### src/rtl/hsa_pkg.sv
package hsa_pkg;
  typedef enum logic [2:0] {
    ST_PWRLOW = 3'd0,
    ST_RECALL = 3'd1,
    ST_IDLE   = 3'd2,
    ST_DELAY  = 3'd3,
    ST_STORE  = 3'd4,
    ST_WAITHI = 3'd5
  } hsa_state_e;
endpackage

### src/rtl/hsa_sync.sv
module hsa_sync #(
  parameter int   STAGES  = 2,
  parameter logic RST_VAL = 1'b0
) (
  input  logic clk,
  input  logic rst_n,
  input  logic d,
  output logic q
);
  logic [STAGES-1:0] stg;

  always_ff @(posedge clk or negedge rst_n) begin
    if (!rst_n) stg <= {STAGES{RST_VAL}};
    else        stg <= {stg[STAGES-2:0], d};
  end

  assign q = stg[STAGES-1];
endmodule

### src/rtl/hsa_timer.sv
module hsa_timer #(
  parameter int CW = 8
) (
  input  logic          clk,
  input  logic          rst_n,
  input  logic          load,
  input  logic [CW-1:0] val,
  output logic          zero
);
  logic [CW-1:0] cnt, cnt_nxt;
  logic          cnt_en;

  assign zero   = (cnt == '0);
  assign cnt_en = load | !zero;

  always_comb begin
    cnt_nxt = cnt;
    if (load)      cnt_nxt = val;
    else if (!zero) cnt_nxt = cnt - 1'b1;
  end

  always_ff @(posedge clk or negedge rst_n) begin
    if (!rst_n)      cnt <= '0;
    else if (cnt_en) cnt <= cnt_nxt;
  end


  idle_hold_chk: assert property (@(posedge clk) disable iff (!rst_n)
    (zero && !load) |=> zero);
endmodule

### src/rtl/hsa_dirty.sv
module hsa_dirty (
  input  logic clk,
  input  logic rst_n,
  input  logic set,
  input  logic clr,
  output logic dirty
);
  logic dirty_nxt;

  always_comb begin
    dirty_nxt = dirty;
    if (clr)      dirty_nxt = 1'b0;
    else if (set) dirty_nxt = 1'b1;
  end

  always_ff @(posedge clk or negedge rst_n) begin
    if (!rst_n) dirty <= 1'b0;
    else        dirty <= dirty_nxt;
  end
endmodule

### src/rtl/hw_store_arbiter.sv
module hw_store_arbiter
  import hsa_pkg::*;
#(
  parameter int T_DELAY  = 16,
  parameter int T_RECALL = 64
) (
  input  logic clk,
  input  logic rst_n,
  input  logic pin_in,
  output logic pin_oe,
  input  logic supply_ok,
  input  logic sw_store,
  input  logic wr_req,
  output logic wr_allow,
  output logic acc_en,
  output logic store_go,
  input  logic store_done,
  output logic recall_active
);
  localparam int TMAX = (T_DELAY > T_RECALL) ? T_DELAY : T_RECALL;
  localparam int CW   = $clog2(TMAX) + 1;

  logic          arst_n;
  logic          pin_hi_s, req_s;
  hsa_state_e    st, st_nxt;
  logic          tmr_load, tmr_zero;
  logic [CW-1:0] tmr_val;
  logic          dirty, dirty_clr, wr_acc, dirty_eff;
  logic          wr_hold, wr_hold_nxt, go_nxt;

  hsa_sync #(.STAGES(2), .RST_VAL(1'b0)) u_rst_sync (
    .clk(clk), .rst_n(rst_n), .d(1'b1), .q(arst_n));

  hsa_sync #(.STAGES(2), .RST_VAL(1'b1)) u_pin_sync (
    .clk(clk), .rst_n(arst_n), .d(pin_in), .q(pin_hi_s));

  assign req_s = !pin_hi_s;

  hsa_timer #(.CW(CW)) u_timer (
    .clk(clk), .rst_n(arst_n), .load(tmr_load), .val(tmr_val), .zero(tmr_zero));

  assign wr_acc = wr_req & wr_allow;

  hsa_dirty u_dirty (
    .clk(clk), .rst_n(arst_n), .set(wr_acc), .clr(dirty_clr), .dirty(dirty));

  assign dirty_eff = dirty | wr_acc;

  // next-state logic
  always_comb begin
    st_nxt    = st;
    tmr_load  = 1'b0;
    tmr_val   = '0;
    dirty_clr = 1'b0;
    if (!supply_ok) begin
      st_nxt = ST_PWRLOW;
    end else begin
      unique case (st)
        ST_PWRLOW: begin
          st_nxt   = ST_RECALL;
          tmr_load = 1'b1;
          tmr_val  = CW'(T_RECALL - 1);
        end
        ST_RECALL: if (tmr_zero) begin
          st_nxt    = ST_IDLE;
          dirty_clr = 1'b1;
        end
        ST_IDLE: begin
          if (req_s) begin
            st_nxt   = ST_DELAY;
            tmr_load = 1'b1;
            tmr_val  = CW'(T_DELAY - 1);
          end else if (sw_store) begin
            st_nxt = ST_STORE;
          end
        end
        ST_DELAY: if (tmr_zero) st_nxt = dirty_eff ? ST_STORE : ST_WAITHI;
        ST_STORE: if (store_done) begin
          st_nxt    = ST_WAITHI;
          dirty_clr = 1'b1;
        end
        ST_WAITHI: if (!req_s) st_nxt = ST_IDLE;
        default:   st_nxt = ST_PWRLOW;
      endcase
    end
  end

  always_comb begin
    unique case (st)
      ST_IDLE:  wr_hold_nxt = wr_req;
      ST_DELAY: wr_hold_nxt = wr_hold & wr_req;
      default:  wr_hold_nxt = 1'b0;
    endcase
  end

  assign go_nxt = (st_nxt == ST_STORE) && (st != ST_STORE);

  // state registers
  always_ff @(posedge clk or negedge arst_n) begin
    if (!arst_n) begin
      st       <= ST_PWRLOW;
      wr_hold  <= 1'b0;
      store_go <= 1'b0;
    end else begin
      st       <= st_nxt;
      wr_hold  <= wr_hold_nxt;
      store_go <= go_nxt;
    end
  end

  assign acc_en        = (st == ST_IDLE) || (st == ST_DELAY);
  assign wr_allow      = (st == ST_IDLE) || ((st == ST_DELAY) && wr_hold);
  assign pin_oe        = (st == ST_STORE);
  assign recall_active = (st == ST_RECALL);


  window_end_chk: assert property (@(posedge clk) disable iff (!arst_n)
    (st == ST_DELAY && tmr_zero && supply_ok) |=> !acc_en);


  late_write_chk: assert property (@(posedge clk) disable iff (!arst_n)
    (st == ST_DELAY && $past(st) == ST_DELAY && !$past(wr_req)) |-> !wr_allow);


  go_busy_chk: assert property (@(posedge clk) disable iff (!arst_n)
    store_go |-> pin_oe);


  busy_hold_chk: assert property (@(posedge clk) disable iff (!arst_n)
    (st == ST_STORE && !store_done && supply_ok) |=> pin_oe);


  wait_pin_chk: assert property (@(posedge clk) disable iff (!arst_n)
    (st == ST_WAITHI && !pin_hi_s) |=> !acc_en);


  dirty_clear_chk: assert property (@(posedge clk) disable iff (!arst_n)
    (st == ST_STORE && store_done && supply_ok) |=> !dirty);


  recall_run_chk: assert property (@(posedge clk) disable iff (!arst_n)
    (st == ST_RECALL && !tmr_zero && supply_ok) |=> recall_active);
endmodule

### config.mk
export PLATFORM = sky130hd
export DESIGN_NAME = hw_store_arbiter
export DESIGN_NICKNAME = d
export VERILOG_FILES = /design/src/rtl/hsa_pkg.sv /design/src/rtl/hsa_sync.sv /design/src/rtl/hsa_timer.sv /design/src/rtl/hsa_dirty.sv /design/src/rtl/hw_store_arbiter.sv
export SDC_FILE = /design/constraint.sdc
export NUM_CORES = 1
export LEC_CHECK = 0
export BUFFER_PORTS_ARGS = -buffer_cell sky130_fd_sc_hd__buf_2
export CAP_MARGIN = 20
export CORE_UTILIZATION = 54
export CTS_CLUSTER_DIAMETER = 60
export DETAILED_ROUTE_END_ITERATION = 8
export PLACE_DENSITY_LB_ADDON = 0.2
export RECOVER_POWER = 25
export SETUP_SLACK_MARGIN = 0.15
export SYNTH_ARGS = -nofsm -noshare
export SYNTH_HDL_FRONTEND = slang
export SYNTH_SLANG_ARGS = --single-unit
export TNS_END_PERCENT = 10
### constraint.sdc
create_clock -name clk -period 1.3 [get_ports clk]
set_clock_uncertainty 0.1 [all_clocks]
set_input_delay 0.26 -clock clk [delete_from_list [all_inputs] [get_ports clk]]
set_output_delay 0.26 -clock clk [all_outputs]
set_load 0.1 [all_outputs]
**Yosys cells after proc, flatten, opt, wreduce, memory -nomap -nowiden**

Index checks and enable logic that the tools add are counted.

- $add $sub $neg: 1
- Equality and inequality tests: 8
- Multiplexer cells: 24
- Bitwise operators: 4
- Reductions and logical operators: 9

Operator list:

| kind | count |
|---|---|
| 3-bit two-way mux | 7 |
| 7-bit two-way mux | 3 |
| 3-bit one-hot mux with 6 select lines | 1 |
| 6-bit one-hot mux with 2 select lines | 1 |
| 3-bit equality test (second input constant) | 3 |
| 1-bit two-way mux | 8 |
| 7-bit logical NOT | 1 |
| 7-bit by 1-bit subtractor with 7-bit output (second input constant) | 1 |
| 3-bit by 2-bit equality test with 1-bit output (second input constant) | 2 |
| 1-bit one-hot mux with 2 select lines | 3 |
| 4-bit two-way mux | 1 |
| 3-bit by 1-bit equality test with 1-bit output (second input constant) | 1 |
| 3-bit logical NOT | 1 |
| 3-bit inequality test (second input constant) | 1 |
| 1-bit AND | 2 |
| 1-bit logical AND | 2 |
| 1-bit logical OR | 2 |
| 2-bit by 1-bit inequality test with 1-bit output (second input constant) | 1 |
| 1-bit bitwise OR | 2 |
| 2-bit AND reduction | 1 |
| 2-bit nonzero test | 1 |
| 1-bit logical NOT | 1 |

- Bits in registers: 17
- Output and inout bits: 5
- Word-level logic and storage cells: 53

**Longest topological paths before layout**

- Depth after elaboration: 11
- Mapped depth: 6

**Modules after synthesis**

Synthesis repeated with hierarchy kept, for this count alone.

- Cell total of the unflattened synthesis: 98
- Area, all modules: 973.4 sq um

By module, submodules not included:

| module | instances | cells each | area an instance (sq um) |
|---|---|---|---|
| hsa_timer | 1 | 43 | 434.2 |
| hw_store_arbiter | 1 | 49 | 401.6 |
| hsa_sync at u_pin_sync | 1 | 2 | 52.6 |
| hsa_sync at u_rst_sync | 1 | 2 | 50.0 |
| hsa_dirty | 1 | 2 | 35.0 |

**Worst setup path after synthesis**

No wires, ideal clock.

- Path type: register to register
- Start: reg st[2]
- End: reg u_dirty.dirty
- Setup time: 0.065 ns
- Arrival time: 2.550 ns
- Required time: 1.135 ns
- Path slack: -1.415 ns
- Cell stages (with the launch flop): 5
- Period minus slack after synthesis: 2.715 ns
- Cells stage by stage: dfrtp_1 -> nand2b_1 -> a21oi_1 -> and2_1 -> o22a_1

- Cells in the longest elaborated chain, start to end: 5
- Elaborated cells between the ends (all ways): 11
- Classes of those cells: eq/ne (4); mux (3); bitwise (1); reduce/logical (3)

RTL lines:

| element | line | RTL |
|---|---|---|
| start, declared | hw_store_arbiter.sv:25 | `hsa_state_e st, st_nxt;` |
| start signal, assigned | hw_store_arbiter.sv:105 | `st <= st_nxt;` |
| 3-bit by 2-bit equality test with 1-bit output | hw_store_arbiter.sv:112 | `assign wr_allow = (st == ST_IDLE) \|\| ((st == ST_DELAY) && wr_hold);` |
| 1-bit logical AND | hw_store_arbiter.sv:112 |  |
| 1-bit logical OR * | hw_store_arbiter.sv:112 |  |
| named net wr_allow | hw_store_arbiter.sv:14 | `output logic wr_allow,` |
| 1-bit AND * | hw_store_arbiter.sv:42 | `assign wr_acc = wr_req & wr_allow;` |
| 2-bit nonzero test (no source line) * | n/a |  |
| end signal, assigned | hsa_dirty.sv:18 | `else dirty <= dirty_nxt;` |
| end, declared | hsa_dirty.sv:6 | `output logic dirty` |

Mark *: on every way through the listed nets, which the timed path passes. The rest lies on a longest branch.
A chain may end at the register's enable or synchronous reset.

**Worst setup path after layout**

- Start: reg u_timer.cnt[1]
- End: reg st[1]

- Cells in the longest elaborated chain, start to end: 4
- Elaborated cells between the ends (all ways): 5
- Classes of those cells: mux (4); reduce/logical (1)

RTL lines:

| element | line | RTL |
|---|---|---|
| start, declared | hsa_timer.sv:10 | `logic [CW-1:0] cnt, cnt_nxt;` |
| start signal, assigned | hsa_timer.sv:24 | `else if (cnt_en) cnt <= cnt_nxt;` |
| 7-bit logical NOT * | hsa_timer.sv:13 | `assign zero = (cnt == '0);` |
| 3-bit two-way mux (on tied branches) | hw_store_arbiter.sv:77, hw_store_arbiter.sv:64 |  |
| 3-bit one-hot mux with 6 select lines * | hw_store_arbiter.sv:58 | `unique case (st)` |
| 3-bit two-way mux * | hw_store_arbiter.sv:55 | `if (!supply_ok) begin` |
| named net st_nxt[1] | hw_store_arbiter.sv:25 |  |

Marked as above.

==> results.json <==
{
  "hpwl_mm": 1.680,
  "die_y_microns": 42.68,
  "register_area_sq_um": 427.9,
  "r2r_slack_ps": -720,
  "ios": 12,
  "yosys-top-cells-area": "dfrtp_1, dfstp_2, a21oi_1",
  "required_ps": 1450,
  "worstSetupEndpointType": "flop",
  "via_count": 1057,
  "powerDensity_nw_per_um2": 1277,
  "gp_congestion": 0.8291,
  "drt_wl_total_mm": 3.902,
  "rsz0062_at_grt": "yes",
  "syn_area_sq_um": 893.4,
  "numClockSinks": 17,
  "max_slew.worst_pin.slew_ps": 847.8,
  "period_share_pct": 155.3,
  "worstPathMaxFanout": 4,
  "synth.largest_area_cell": "dfrtp_1",
  "worstSetupStartpointType": "flop",
  "rr_startpoint": "u_timer.cnt[1]",
  "layout_min_cycle_time_ps": 2019,
  "post_dp_cell_area_sq_um": 1281,
  "ys_seq_area_share_pct": 47.90,
  "dieArea_sq_um": 1821,
  "core-area_sq_um": 1524,
  "diodes": 0,
  "ys_async_sr_fraction_pct": 100.0,
  "num-fill-cells": 50,
  "synth_top_area_share_pct": 42.02,
  "violations": "setup timing",
  "ys_ff_latch": 17,
  "grt_start_max_net_pins": 16,
  "nets": 147,
  "crit_path_max_incr_delay_ps": 530,
  "fmaxAchievable_mhz": 495.2,
  "synth_most_common_cell": "dfrtp_1",
  "cp_cell_sequence": "inv_2 -> ha_4 -> or4b_4 -> or3_4 -> a21oi_2 -> o21a_1",
  "drc": 0,
  "synth_common_cells": "dfrtp_1, nand2_1, a21oi_1, nor2_1",
  "layout_setup_ws_ps": -719.3,
  "clkSlewWorstSetupHoldPaths_ps": 110,
  "critPathLaunch": "u_timer.cnt[1]",
  "relSlewSlack_pct": 43.48,
  "die_width_microns": 42.68,
  "synthCells": 92,
  "status": "complete, but fails checks",
  "grt_pass1_vias": 1084,
  "cts_tree": "done",
  "vdd_drop_max_mv": 1.344,
  "grtUsageTotal_pct": 36.98,
  "ctsRootBufferMaster": "clkbuf_4",
  "cts_buffers": 3,
  "cts.path.max_buffers": 2,
  "syn-num-nets": 101,
  "drt_iter0_drc": 49,
  "overflow": 0,
  "dr.pass1.iters": 4,
  "grt_pass1_wl_mm": 4.871,
  "min-delay-start": "supply_ok",
  "initial_core_util_pct": 58.62,
  "critPathArrivalTime_ps": 2170,
  "ant_nets": 0,
  "portBuffers": 11,
  "hold_viol": 0,
  "yosys_most_used_dff": "dfrtp_1",
  "hold_depth": 2,
  "avgSynthCellArea_sq_um": 9.710,
  "power.leakage_nw": 0.6444,
  "drive_gt1_share_pct": 50.36,
  "clk_latency_ps": 310,
  "synth.distinct_cells": 35,
  "setup.worst_path.class": "reg2reg",
  "drv_slew": 0,
  "syn2layout_area_growth_pct": 60.50,
  "synth-edff-count": 0,
  "via_per_inst": 6.908,
  "tns_ps": -7506,
  "cap_violations": 0,
  "slowest_stage": "or4b_4",
  "final_area_sq_um": 1434,
  "rr_worst_depth": 6,
  "setup_viol": 17,
  "antenna_found_initial": 0,
  "htree_levels": 1,
  "yosys_warnings": 0,
  "rows": 14,
  "multi_input_area_sq_um": 570.5,
  "hp-class": "in2reg",
  "wl_per_cell_microns": 25.50
}
layer usage:
layer / global-route usage [%] / vias to the layer above / part of all wire [%]
li1: - / 413 / -
met1: 37.61 / 491 / 31
met2: 68.79 / 106 / 49
met3: 6.809 / 47 / 8.9
met4: 21.25 / 0 / 11
met5: 0 / - / 0
metrics by stage:
step	setup WS, ps	hold slack [ps]	utilization, %	instances	total power, mW
floorplan	-483.5	-135.6	-	92	0.9836
detailed placement	-565.3	-54.88	84.07	144	1.269
finish	-719.3	147.2	94.09	153	1.830
global placement	-487.4	-54.87	84.07	144	1.237
global route	-724.5	121.9	94.09	153	1.897
CTS	-570.7	100.3	90.89	151	1.605
worst paths after layout:
check / end
min in group asynchronous: u_rst_sync.stg[0]
worst min register to register: u_pin_sync.stg[1]
worst max-delay path: st[1]
worst max register to register: st[1]
worst min-delay path: u_timer.cnt[6]
max in group asynchronous: u_timer.cnt[4]
cell type report:
type | instances | share of cell area (%)
multi-input cells | 69 | 39.79
flip-flops and latches | 17 | 29.84
repair buffers | 42 | 25.57
clock buffers | 3 | 1.571
inverters | 5 | 1.483
well taps | 16 | 1.396
clock inverters | 1 | 0.3490
cells by family after synthesis:
logic type / synth area share (%)
AOI/OAI and AO/OA: 15.83
adders and majority gates: 2.801
DFF: 47.90
muxes: 1.120
other: 0.4198
buffers and inverters: 2.521
xor gates and xnor gates: 2.942
and+or+nand+nor: 26.47
sequential cells by signal, summed over array words and instances, names as in the netlist:
register / cells
store_go: 1
st: 3
u_timer.cnt: 7
u_dirty.dirty: 1
u_pin_sync.stg: 2
u_rst_sync.stg: 2
wr_hold: 1
worst max-delay path: cells and delay by family (launching register included):
kind / cells / cell delay (ps)
AND/OR/NAND/NOR: 2 / 890
flip-flops: 1 / 430
AO/OA/AOI/OAI: 2 / 320
adder cells (fa/ha/maj): 1 / 140
buffers and inverters: 1 / 90
power breakdown:
group / switching (mW) / leakage (nW) / internal [mW]
Clock: 0.197 / 0.0177 / 0.115
Sequential: 0.0837 / 0.203 / 0.609
Combinational: 0.456 / 0.423 / 0.370
layout by cell type (no fill, tap or decap), types with 2 or more instances in the layout:
cell type	n
buf_4	27
dfrtp_1	15
nand2_1	8
a21oi_1	5
nor2_1	5
buf_2	5
buf_12	5
nand2b_1	4
nor2_4	3
o21ai_0	3
nor3_1	3
clkbuf_4	3
inv_2	2
inv_1	2
a21oi_2	2
a31o_2	2
o22a_1	2
xor2_1	2
ha_4	2
dlygate4sd3_1	2
clkbuf_1	2
dfstp_2	2
repair_timing:
| action | 4_1_cts | 5_1_grt |
|---|---|---|
| pin swaps | 2 | 2 |
| hold buffers | 2 | 0 |
| setup endpoints to repair | 18 | 18 |
| gates resized for setup | 11 | 8 |
| gates cloned | 0 | 0 |
| endpoints found under the hold margin | 3 | 0 |
| setup buffers | 1 | 2 |
Note: power is estimated with default switching activity, not from simulation.
